`src/rtl/ct_pkg.sv`:
```
package ct_pkg;

    localparam int SUM_W_D  = 16;
    localparam int SAMP_W_D = 12;
    localparam int TICK_W_D = 8;
    localparam int PS_W_D   = 11;
    localparam int BLK_W_D  = 8;
    localparam int BG_DLY_D = 25;
    localparam int NCH      = 4;
    localparam int NKIND    = 3;
    localparam int MIN_WID  = 3;

    typedef enum logic [1:0] {
        CH_CAL_L = 2'd0,
        CH_CAL_R = 2'd1,
        CH_SC_L  = 2'd2,
        CH_SC_R  = 2'd3
    } chan_e;

    typedef enum logic [1:0] {
        K_L  = 2'd0,
        K_R  = 2'd1,
        K_LR = 2'd2
    } kind_e;

    // one bit per trigger kind, left in bit 0
    typedef struct packed {
        logic lr;
        logic r;
        logic l;
    } trio_t;

    // replaces a setting below lo by lo
    function automatic logic [TICK_W_D-1:0] floor_to(input logic [TICK_W_D-1:0] v,
                                                     input logic [TICK_W_D-1:0] lo);
        return (v < lo) ? lo : v;
    endfunction

endpackage

```
`src/rtl/ct_chan.sv`:
```
module ct_chan
    import ct_pkg::*;
#(
    parameter int VAL_W = SUM_W_D,
    parameter int TW    = TICK_W_D
) (
    input  logic             clk,
    input  logic             rst,
    input  logic [VAL_W-1:0] sample,
    input  logic [VAL_W-1:0] thr,
    input  logic [TW-1:0]    dly,
    input  logic [TW-1:0]    wid,
    output logic             level
);
    localparam int LINE = (1 << TW) - 1;

    logic            above, prev_above, hit_q, tap;
    logic [LINE-1:0] line;
    logic [TW-1:0]   dly_eff, wid_eff, cnt;

    always_comb begin
        above   = (sample >= thr);
        dly_eff = (dly == '0) ? TW'(1) : dly;
        wid_eff = (wid < TW'(MIN_WID)) ? TW'(MIN_WID) : wid;
        tap     = line[dly_eff - 1'b1];
        level   = (cnt != '0);
    end

    // rising-crossing discriminator
    always_ff @(posedge clk) begin
        if (rst) begin
            prev_above <= 1'b0;
            hit_q      <= 1'b0;
        end else begin
            prev_above <= above;
            hit_q      <= above & ~prev_above;
        end
    end

    // alignment delay line, tapped at the programmed depth
    always_ff @(posedge clk) begin
        if (rst) line <= '0;
        else     line <= {line[LINE-2:0], hit_q};
    end

    // retriggerable stretcher
    always_ff @(posedge clk) begin
        if (rst)               cnt <= '0;
        else if (tap)          cnt <= wid_eff;
        else if (cnt != '0)    cnt <= cnt - 1'b1;
    end

    AST_HIT_ONE_SHOT: assert property (@(posedge clk) disable iff (rst) hit_q |=> !hit_q) else $error("discriminator repeated");
    AST_STRETCH_START: assert property (@(posedge clk) disable iff (rst) tap |=> level) else $error("tap did not start stretch");

endmodule

```
`src/rtl/ct_coinc.sv`:
```
module ct_coinc
    import ct_pkg::*;
#(
    parameter int TW = TICK_W_D
) (
    input  logic          clk,
    input  logic          rst,
    input  logic          lvl_a,
    input  logic          lvl_b,
    input  logic [TW-1:0] win,
    output logic          fire_q
);
    logic          pa, pb, rise_a, rise_b, and_rise, in_win, fire;
    logic [TW-1:0] wa, wb, win_eff;

    always_comb begin
        win_eff  = (win == '0) ? TW'(1) : win;
        rise_a   = lvl_a & ~pa;
        rise_b   = lvl_b & ~pb;
        and_rise = lvl_a & lvl_b & ~(pa & pb);
        // the leg that did not just start must have started inside the window
        in_win   = rise_a ? (rise_b | (wb != '0)) : (wa != '0);
        fire     = and_rise & in_win;
    end

    always_ff @(posedge clk) begin
        if (rst) begin
            pa     <= 1'b0;
            pb     <= 1'b0;
            wa     <= '0;
            wb     <= '0;
            fire_q <= 1'b0;
        end else begin
            pa     <= lvl_a;
            pb     <= lvl_b;
            fire_q <= fire;
            if (rise_a)          wa <= win_eff;
            else if (wa != '0)   wa <= wa - 1'b1;
            if (rise_b)          wb <= win_eff;
            else if (wb != '0)   wb <= wb - 1'b1;
        end
    end

    AST_COIN_SINGLE: assert property (@(posedge clk) disable iff (rst) fire_q |=> !fire_q) else $error("coincidence lasted two cycles");
    AST_COIN_BOTH: assert property (@(posedge clk) disable iff (rst) fire_q |-> $past(lvl_a && lvl_b)) else $error("coincidence without both legs");

endmodule

```
`src/rtl/ct_prescale.sv`:
```
module ct_prescale
    import ct_pkg::*;
#(
    parameter int PW = PS_W_D
) (
    input  logic          clk,
    input  logic          rst,
    input  logic          coin,
    input  logic [PW-1:0] n,
    output logic          acc_q
);
    logic [PW-1:0] cnt, n_q;
    logic [PW:0]   nxt;

    always_comb nxt = {1'b0, cnt} + 1'b1;

    always_ff @(posedge clk) begin
        if (rst) begin
            cnt   <= '0;
            n_q   <= '0;
            acc_q <= 1'b0;
        end else begin
            n_q   <= n;
            acc_q <= 1'b0;
            if (n != n_q) begin
                cnt <= '0;
            end else if (coin && n != '0) begin
                if (nxt >= {1'b0, n}) begin
                    acc_q <= 1'b1;
                    cnt   <= '0;
                end else begin
                    cnt <= nxt[PW-1:0];
                end
            end
        end
    end

    AST_PS_FROM_COIN: assert property (@(posedge clk) disable iff (rst) acc_q |-> $past(coin)) else $error("trigger without coincidence");
    AST_PS_ZERO_OFF: assert property (@(posedge clk) disable iff (rst) acc_q |-> $past(n) != '0) else $error("trigger with prescale 0");

endmodule

```
`src/rtl/ct_block.sv`:
```
module ct_block
    import ct_pkg::*;
#(
    parameter int BW = BLK_W_D
) (
    input  logic          clk,
    input  logic          rst,
    input  logic          acc,
    input  logic [BW-1:0] size,
    input  logic          ack,
    output logic          ready
);
    logic [BW-1:0] cnt;
    logic [BW:0]   nxt;

    always_comb nxt = {1'b0, cnt} + 1'b1;

    always_ff @(posedge clk) begin
        if (rst) begin
            cnt   <= '0;
            ready <= 1'b0;
        end else if (ack) begin
            cnt   <= '0;
            ready <= 1'b0;
        end else if (acc && !ready && size != '0) begin
            cnt <= nxt[BW-1:0];
            if (nxt == {1'b0, size}) ready <= 1'b1;
        end
    end

    AST_READY_HOLD: assert property (@(posedge clk) disable iff (rst) (ready && !ack) |=> ready) else $error("ready dropped without ack");
    AST_ACK_CLEARS: assert property (@(posedge clk) disable iff (rst) ack |=> !ready) else $error("ack did not clear ready");

endmodule

```
`src/rtl/coinc_trigger.sv`:
```
module coinc_trigger
    import ct_pkg::*;
#(
    parameter int SUM_W  = SUM_W_D,
    parameter int SAMP_W = SAMP_W_D,
    parameter int TICK_W = TICK_W_D,
    parameter int PS_W   = PS_W_D,
    parameter int BLK_W  = BLK_W_D,
    parameter int BG_DLY = BG_DLY_D
) (
    input  logic              clk,
    input  logic              rst,
    input  logic [SUM_W-1:0]  cal_sum_l,
    input  logic [SUM_W-1:0]  cal_sum_r,
    input  logic [SAMP_W-1:0] sc_l,
    input  logic [SAMP_W-1:0] sc_r,
    input  logic [SUM_W-1:0]  thr_sum_l,
    input  logic [SUM_W-1:0]  thr_sum_r,
    input  logic [SAMP_W-1:0] thr_sc_l,
    input  logic [SAMP_W-1:0] thr_sc_r,
    input  logic [TICK_W-1:0] dly_cal_l,
    input  logic [TICK_W-1:0] dly_cal_r,
    input  logic [TICK_W-1:0] dly_sc_l,
    input  logic [TICK_W-1:0] dly_sc_r,
    input  logic [TICK_W-1:0] wid_sum,
    input  logic [TICK_W-1:0] wid_sc,
    input  logic [TICK_W-1:0] win,
    input  logic [PS_W-1:0]   ps_l,
    input  logic [PS_W-1:0]   ps_r,
    input  logic [PS_W-1:0]   ps_lr,
    input  logic [BLK_W-1:0]  blk_size,
    input  logic              ack,
    output logic              coin_l,
    output logic              coin_r,
    output logic              coin_lr,
    output logic              trig_l,
    output logic              trig_r,
    output logic              trig_lr,
    output logic              lr_bg,
    output logic              blk_ready
);
    logic [SUM_W-1:0]  val [NCH];
    logic [SUM_W-1:0]  thr [NCH];
    logic [TICK_W-1:0] dly [NCH];
    logic [TICK_W-1:0] wid [NCH];
    logic [NCH-1:0]    lvl;

    logic [NKIND-1:0]  leg_a, leg_b, fire, acc;
    logic [PS_W-1:0]   ps_arr [NKIND];
    logic [BG_DLY-1:0] bg_line;
    trio_t             coin_s, trig_s;

    always_comb begin
        val[CH_CAL_L] = cal_sum_l;
        val[CH_CAL_R] = cal_sum_r;
        val[CH_SC_L]  = SUM_W'(sc_l);
        val[CH_SC_R]  = SUM_W'(sc_r);
        thr[CH_CAL_L] = thr_sum_l;
        thr[CH_CAL_R] = thr_sum_r;
        thr[CH_SC_L]  = SUM_W'(thr_sc_l);
        thr[CH_SC_R]  = SUM_W'(thr_sc_r);
        dly[CH_CAL_L] = dly_cal_l;
        dly[CH_CAL_R] = dly_cal_r;
        dly[CH_SC_L]  = dly_sc_l;
        dly[CH_SC_R]  = dly_sc_r;
        wid[CH_CAL_L] = wid_sum;
        wid[CH_CAL_R] = wid_sum;
        wid[CH_SC_L]  = wid_sc;
        wid[CH_SC_R]  = wid_sc;
        // coincidence leg pairing
        leg_a[K_L]    = lvl[CH_CAL_L];
        leg_b[K_L]    = lvl[CH_SC_L];
        leg_a[K_R]    = lvl[CH_CAL_R];
        leg_b[K_R]    = lvl[CH_SC_R];
        leg_a[K_LR]   = lvl[CH_CAL_L];
        leg_b[K_LR]   = lvl[CH_CAL_R];
        ps_arr[K_L]   = ps_l;
        ps_arr[K_R]   = ps_r;
        ps_arr[K_LR]  = ps_lr;
    end

    for (genvar g = 0; g < NCH; g++) begin : g_chan
        ct_chan #(.VAL_W(SUM_W), .TW(TICK_W)) u_chan (
            .clk    (clk),
            .rst    (rst),
            .sample (val[g]),
            .thr    (thr[g]),
            .dly    (dly[g]),
            .wid    (wid[g]),
            .level  (lvl[g])
        );
    end

    for (genvar k = 0; k < NKIND; k++) begin : g_kind
        ct_coinc #(.TW(TICK_W)) u_coinc (
            .clk    (clk),
            .rst    (rst),
            .lvl_a  (leg_a[k]),
            .lvl_b  (leg_b[k]),
            .win    (win),
            .fire_q (fire[k])
        );
        ct_prescale #(.PW(PS_W)) u_ps (
            .clk    (clk),
            .rst    (rst),
            .coin   (fire[k]),
            .n      (ps_arr[k]),
            .acc_q  (acc[k])
        );
    end

    // background copy of the left-right coincidence
    always_ff @(posedge clk) begin
        if (rst) bg_line <= '0;
        else     bg_line <= {bg_line[BG_DLY-2:0], fire[K_LR]};
    end

    ct_block #(.BW(BLK_W)) u_block (
        .clk   (clk),
        .rst   (rst),
        .acc   (|acc),
        .size  (blk_size),
        .ack   (ack),
        .ready (blk_ready)
    );

    assign coin_s  = fire;
    assign trig_s  = acc;
    assign coin_l  = coin_s.l;
    assign coin_r  = coin_s.r;
    assign coin_lr = coin_s.lr;
    assign trig_l  = trig_s.l;
    assign trig_r  = trig_s.r;
    assign trig_lr = trig_s.lr;
    assign lr_bg   = bg_line[BG_DLY-1];

endmodule

```
`config.mk`:
```
export PLATFORM = sky130hd
export DESIGN_NAME = coinc_trigger
export DESIGN_NICKNAME = d
export VERILOG_FILES = /design/src/rtl/ct_pkg.sv /design/src/rtl/ct_chan.sv /design/src/rtl/ct_coinc.sv /design/src/rtl/ct_prescale.sv /design/src/rtl/ct_block.sv /design/src/rtl/coinc_trigger.sv
export SDC_FILE = /design/constraint.sdc
export NUM_CORES = 2
export LEC_CHECK = 0
export BUFFER_PORTS_ARGS = -buffer_cell sky130_fd_sc_hd__buf_2
export CAP_MARGIN = 15
export CORE_MARGIN = 1
export CORE_UTILIZATION = 40
export CTS_BUF_LIST = sky130_fd_sc_hd__clkbuf_4 sky130_fd_sc_hd__clkbuf_8 sky130_fd_sc_hd__clkbuf_16
export DETAILED_ROUTE_END_ITERATION = 10
export PLACE_DENSITY = 0.63
export REMOVE_ABC_BUFFERS = 1
export SLEW_MARGIN = 20
export SYNTH_ARGS = -nofsm -noshare
export SYNTH_HDL_FRONTEND = slang
export SYNTH_SLANG_ARGS = --single-unit
```
`constraint.sdc`:
```
create_clock -name clk -period 9.6 [get_ports clk]
set_input_delay 0.48 -clock clk [delete_from_list [all_inputs] [get_ports clk]]
set_output_delay 0.48 -clock clk [all_outputs]
set_load 0.005 [all_outputs]
```
== Word level (Yosys, flattened, before mapping) ==
Cells that the tools add are included.

* $add $sub $neg: 18
* Multipliers: 0
* Divide/modulo/power cells: 0
* Magnitude comparators: 13
* Equality and inequality tests: 4
* Shifts and indexed selects: 0
* Mux-type cells: 44
* Bitwise logic cells: 37
* Reduce and logical (&&, ||, !) cells: 44

{| class="wikitable"
|+ Operators with widths
! operator !! number
|-
| $mux W8 || 27
|-
| $sub A8 B1 Y8 const B || 14
|-
| $reduce_bool A8 Y1 || 11
|-
| $logic_not A8 Y1 || 5
|-
| $add A11 B1 Y12 const B || 3
|-
| $ge A12 B11 Y1 || 3
|-
| $lt A8 B9 Y1 const B || 4
|-
| $mux W11 || 3
|-
| $ne A11 B11 Y1 || 3
|-
| $reduce_bool A11 Y1 || 3
|-
| $bmux W1 S8 || 4
|-
| $ge A16 B16 Y1 || 2
|-
| $ge A12 B12 Y1 || 2
|-
| $and A1 B1 Y1 || 20
|-
| $reduce_bool A2 Y1 || 10
|-
| $lt A8 B2 Y1 const B || 2
|-
| $not A1 Y1 || 14
|-
| $reduce_or A3 Y1 || 4
|-
| $mux W1 || 10
|-
| $add A8 B1 Y9 const B || 1
|-
| $eq A9 B8 Y1 || 1
|-
| $reduce_or A2 Y1 || 4
|-
| $logic_and A1 B1 Y1 || 5
|-
| $or A1 B1 Y1 || 3
|-
| 2 further kinds || 2
|}

* Flip-flop bits (word level): 1,218
* Latch bits: 0
* RAM bits: 0
* Bits in read-only memories: 0
* Input port bits: 212
* Output and inout bits: 8
* Word-level logic and storage cells: 201
* Memories: 0

== Depth between registers and ports, before layout ==
* Depth after elaboration: 6
* Depth in mapped cells: 20
* Mapped depth without buffers: 14

== By module ==
Synthesis repeated with hierarchy kept, for this count alone.

* Cell total of the unflattened synthesis: 4,664
* Area total of the unflattened synthesis: 50,343.3 µm²

{| class="wikitable"
|+ By module, submodules not included
! module !! instances !! cells each !! area each (µm²) !! seq. area each (µm²)
|-
| ct_chan || 4 || 909 || 10,301.1 || 5,305.1
|-
| ct_prescale || 3 || 178 || 1,589.0 || 460.4
|-
| ct_coinc || 3 || 122 || 1,024.7 || 380.4
|-
| coinc_trigger || 1 || 54 || 683.2 || 500.5
|-
| ct_block || 1 || 74 || 614.3 || 180.2
|}

== Least setup slack after synthesis ==
OpenSTA, ideal clock, no wires.

* Kind: input to register
* Start: input port dly_cal_r[5]
* End: register g_chan[1].u_chan.cnt[0]
* Setup time: 0.121 ns
* Arrival time: 4.601 ns
* Data required time: 9.479 ns
* Path slack: 4.878 ns
* Stages on the path: 18
* Cells stage by stage: clkbuf_1 nor4_1 a21o_1 inv_2 buf_4 buf_4 buf_4 buf_2 ha_1 clkbuf_1 buf_1 clkbuf_1 a31oi_1 a211o_1 o311ai_0 a21oi_1 a31oi_4 mux2_2

* Word-level cells in the longest chain between the ends: 6

{| class="wikitable"
|+ RTL lines
! what !! line !! RTL
|-
| start: declaration || coinc_trigger.sv:22 || <nowiki>input logic [TICK_W-1:0] dly_cal_r,</nowiki>
|-
| $logic_not A8 Y1 || ct_chan.sv:23 || <nowiki>dly_eff = (dly == '0) ? TW'(1) : dly;</nowiki>
|-
| $mux W8 * || ct_chan.sv:23 ||
|-
| $sub A8 B1 Y8 * || ct_chan.sv:25 || <nowiki>tap = line[dly_eff - 1'b1];</nowiki>
|-
| $bmux W1 S8 * || ct_chan.sv:25 ||
|-
| $mux W1 (implied by the code) * || ct_chan.sv:25 ||
|-
| $mux W8 / $reduce_bool A2 Y1 (equally long branches) || - ||
|-
| end signal: assignment || ct_chan.sv:49 || <nowiki>else if (tap) cnt <= wid_eff;</nowiki>
|-
| end signal: assignment || ct_chan.sv:50 || <nowiki>else if (cnt != '0) cnt <= cnt - 1'b1;</nowiki>
|-
| end: declaration || ct_chan.sv:19 || <nowiki>logic [TW-1:0] dly_eff, wid_eff, cnt;</nowiki>
|}

Mark *: on every way between the ends. The rest lies on a longest branch, timed or not. The select of a mux whose other input is x is not followed.
A chain may end at the register's enable or synchronous reset.

== Worst setup path after layout ==
* Start: input port dly_cal_r[3]
* End: register g_chan[1].u_chan.cnt[7]

The elaborated chain is that of the path after synthesis.

==> results.md <==
* Slew @ Worst Pin at approximately 1100 ps
* Area Growth Syn to Fin at 15.17%
* Power density cells at 219.2 nW/µm²
* Endpoints failing setup at 0
* Startpoint types: primary input
* H-tree levels at 4
* Die Y at 346.6 µm
* First-pass GRT wire length at around 160000 µm
* Crit Path Class: in -> reg
* Static Leak at 21.74 nW
* Worst rel slew slack at 25.18%
* Fin crit period at 4796 ps
* Via count at 30820
* Total wire length at 97820 µm
* Tcrit/Tclk final at 49.96%
* Most frequent cells in the layout: 1218 x dfxtp_1, 1058 x nor2b_1, 222 x nand2_1, 222 x mux4_2, 218 x buf_2
* Drt drc at 0
* # IOs at 220
* Netlist cell types at 80
* Max cap viols at 0
* Grt ovf at 0
* GPL Wtd Cong at roughly 0.81
* Pins Over Slew Limit at 0
* I/O Buffers at approximately 220
* Setup TNS at 0 ps
* Worst-path clk slew at 60 ps
* Largest net degree at the start of global routing at 210
* Post-cts resize count at 0
* CTS Hold Buffers Added at 24
* Fin Clk Skew at between 20 and 30 ps
* Achievable frequency at around 0.21 GHz
* Maximum VDD drop at between 0.15 and 0.2 mV
* Total CTS buffers at 131
* Worst EP required at slightly above 10000 ps
* DIE AREA at 120200 µm²
* Final core occ at 46.40%
* Vias in the first global route at 30970
* Final Hold Viols at 0
* CTS sink cnt at between 1000 and 1500
* Syn Inst Count at 4359
* Clk_lat worst skew at 720 ps
* Post-synthesis average cell area at around 11 µm²
* Number of routed nets with antenna violations at 0
* DR iter-0 viols at 1822
* Sequential area share after synthesis at 51.32%
* Dpl cells at 5917
* Most common cell after layout, fill and taps aside: dfxtp_1
* Post-Synthesis Cell Area at 47510 µm²
* CTS tree: built
* 1st-pass router iterations at 5
* WP data arrival at 5400 ps
* Total track usage at 16.31%
* Yosys reg bits at between 1000 and 1500
* Asr flop ratio synth at 0%
* Cell row count at 126
* Post-synth EDFFs at 0
* Worst Setup End Kind: flop
* Status: finished clean
* R2r startpoint: g_kind[2].u_ps.cnt[0]$_SDFFE_PP0P_
* Initial Utilization at 40.29%
* Initial antenna violation count at 3
* Finished Layout Cells at 6176
* Die Wd at approximately 350 µm
* Layout cells sized above 1 at 16.49%
* Drt wl/cell at 15.84 µm
* Top FF cell, synth: dfxtp_1
* Total number of yosys warnings at 0
* Via-to-Cell Ratio at 4.991
* Crit path launch: dly_cal_r[3]
* Number of setup buffers added after CTS at 0
* Clock buffer depth at 3
* Critical path peak fanout at 62
* Final Net Count at 4860
* Worst hold path class: in -> reg
* Root Buffer Master: clkbuf_16
* Dpl hpwl at 61640 µm
* Hold path start: ps_lr[5]
* RSZ-0062 raised after global routing: no
* Core Region at 117900 µm²
per-layer routing:
| metal | up-vias | global-route usage, % | share of wire (%) |
|---|---|---|---|
| li1 | 15310 | - | - |
| met4 | 0 | 5.084 | 2.0 |
| met3 | 145 | 2.936 | 3.9 |
| met1 | 14890 | 22.42 | 49 |
| met5 | - | 0 | 0 |
| met2 | 476 | 25.97 | 45 |
final timing paths:
path                                          endpoint  slack [ps]  depth (start not counted)
hold / removal        g_kind[2].u_ps.n_q[5]$_SDFF_PP0_          60                          3
setup / recovery  g_chan[1].u_chan.cnt[7]$_SDFFE_PP0P_        4800                         13
hold reg to reg      g_chan[2].u_chan.hit_q$_SDFF_PP0_         380                          1
setup reg to reg    g_kind[2].u_ps.cnt[9]$_SDFFE_PP0P_        6240                         12
kinds of logic (layout without fill, tap and decap cells):
family | after synthesis | after routing | share of synthesized area (%)
and+or+nand+nor | 1814 | 1814 | 21.62
DFF | 1218 | 1218 | 51.32
AOI/OAI and AO/OA | 418 | 418 | 6.173
buffers and inverters | 362 | 642 | 3.086
muxes | 291 | 291 | 12.21
xor gates and xnor gates | 146 | 146 | 2.691
adders and majority gates | 110 | 110 | 2.897
other | 0 | 1 | 0
registers in the layout (all words and copies together), names as in the netlist, 8 cells and up:
name                count
g_chan.u_chan.line   1020
g_kind.u_ps.cnt        33
u_block.cnt             8
bg_line                25
g_chan.u_chan.cnt      32
g_kind.u_coinc.wb      24
g_kind.u_coinc.wa      24
g_kind.u_ps.n_q        33
synth_stat cells, drive strengths merged (5+ instances only):
library cell / number / area [µm²]
dfxtp: 1218 / 24380
nor2b: 1058 / 6619
mux4: 228 / 5157
nand2: 222 / 833.3
clkbuf: 188 / 706.9
nor2: 184 / 690.7
inv: 127 / 481.7
ha: 110 / 1376
a21oi: 97 / 493.0
nand3: 97 / 485.5
xor2: 79 / 691.9
nor3: 69 / 355.3
o21ai: 69 / 345.3
xnor2: 67 / 586.8
a21o: 53 / 397.9
mux2i: 53 / 530.5
buf: 47 / 277.8
nor4: 46 / 366.6
nand4: 34 / 212.7
a211oi: 25 / 197.7
and3: 18 / 112.6
nand2b: 17 / 106.4
a32o: 16 / 160.2
or4: 16 / 123.9
or3: 15 / 93.84
a22oi: 14 / 105.1
a31oi: 13 / 96.34
a22o: 12 / 105.1
o22ai: 12 / 75.07
a2111oi: 11 / 96.34
a311oi: 11 / 96.34
o211ai: 11 / 82.58
o31ai: 11 / 82.58
and2: 10 / 62.56
mux2: 10 / 112.6
nor3b: 10 / 75.07
a221oi: 8 / 76.32
a211o: 7 / 61.31
o311ai: 7 / 68.82
or2: 7 / 43.79
o21a: 6 / 45.04
nand3b: 5 / 37.54
final cells by class:
class                      count  area [µm²]
antenna                        1       2.502
clock buffer                 196        4054
clock inverter                38       444.2
fill                       10860       63200
inverter                     127       484.2
multi-input combinational   2779       21760
sequential                  1218       24380
tap                         1536        1922
timing repair buffer         281        1669
power by group:
| group | leakage, nW | internal, mW | switching [mW] |
|---|---|---|---|
| Combinational | 9.65 | 0.612 | 0.870 |
| Clock | 2.25 | 3.10 | 2.05 |
| Sequential | 9.84 | 5.22 | 0.145 |
stage by stage:
step	instance area (µm²)	setup slack [ps]	power, mW	hold slack, ps
after floorplan	46530	189.2	6.480	365.0
after global placement	49970	4083	6.925	374.7
after detailed placement	49970	4071	6.948	380.5
after CTS	54710	4824	12.15	2.189
after global routing	54720	4540	12.57	33.88
final	54720	4804	11.99	55.04
worst max-delay path, cell delays in order:
cell	delay (ps)
buf_2	130
nor3_2	300
a21o_1	520
inv_4	270
ha_4	580
buf_4	680
and2_1	410
a2111oi_0	160
nor3_1	200
o21ai_0	130
or4_1	610
a31oi_4	470
mux2_2	390
Power figures use the tool's default switching activity.
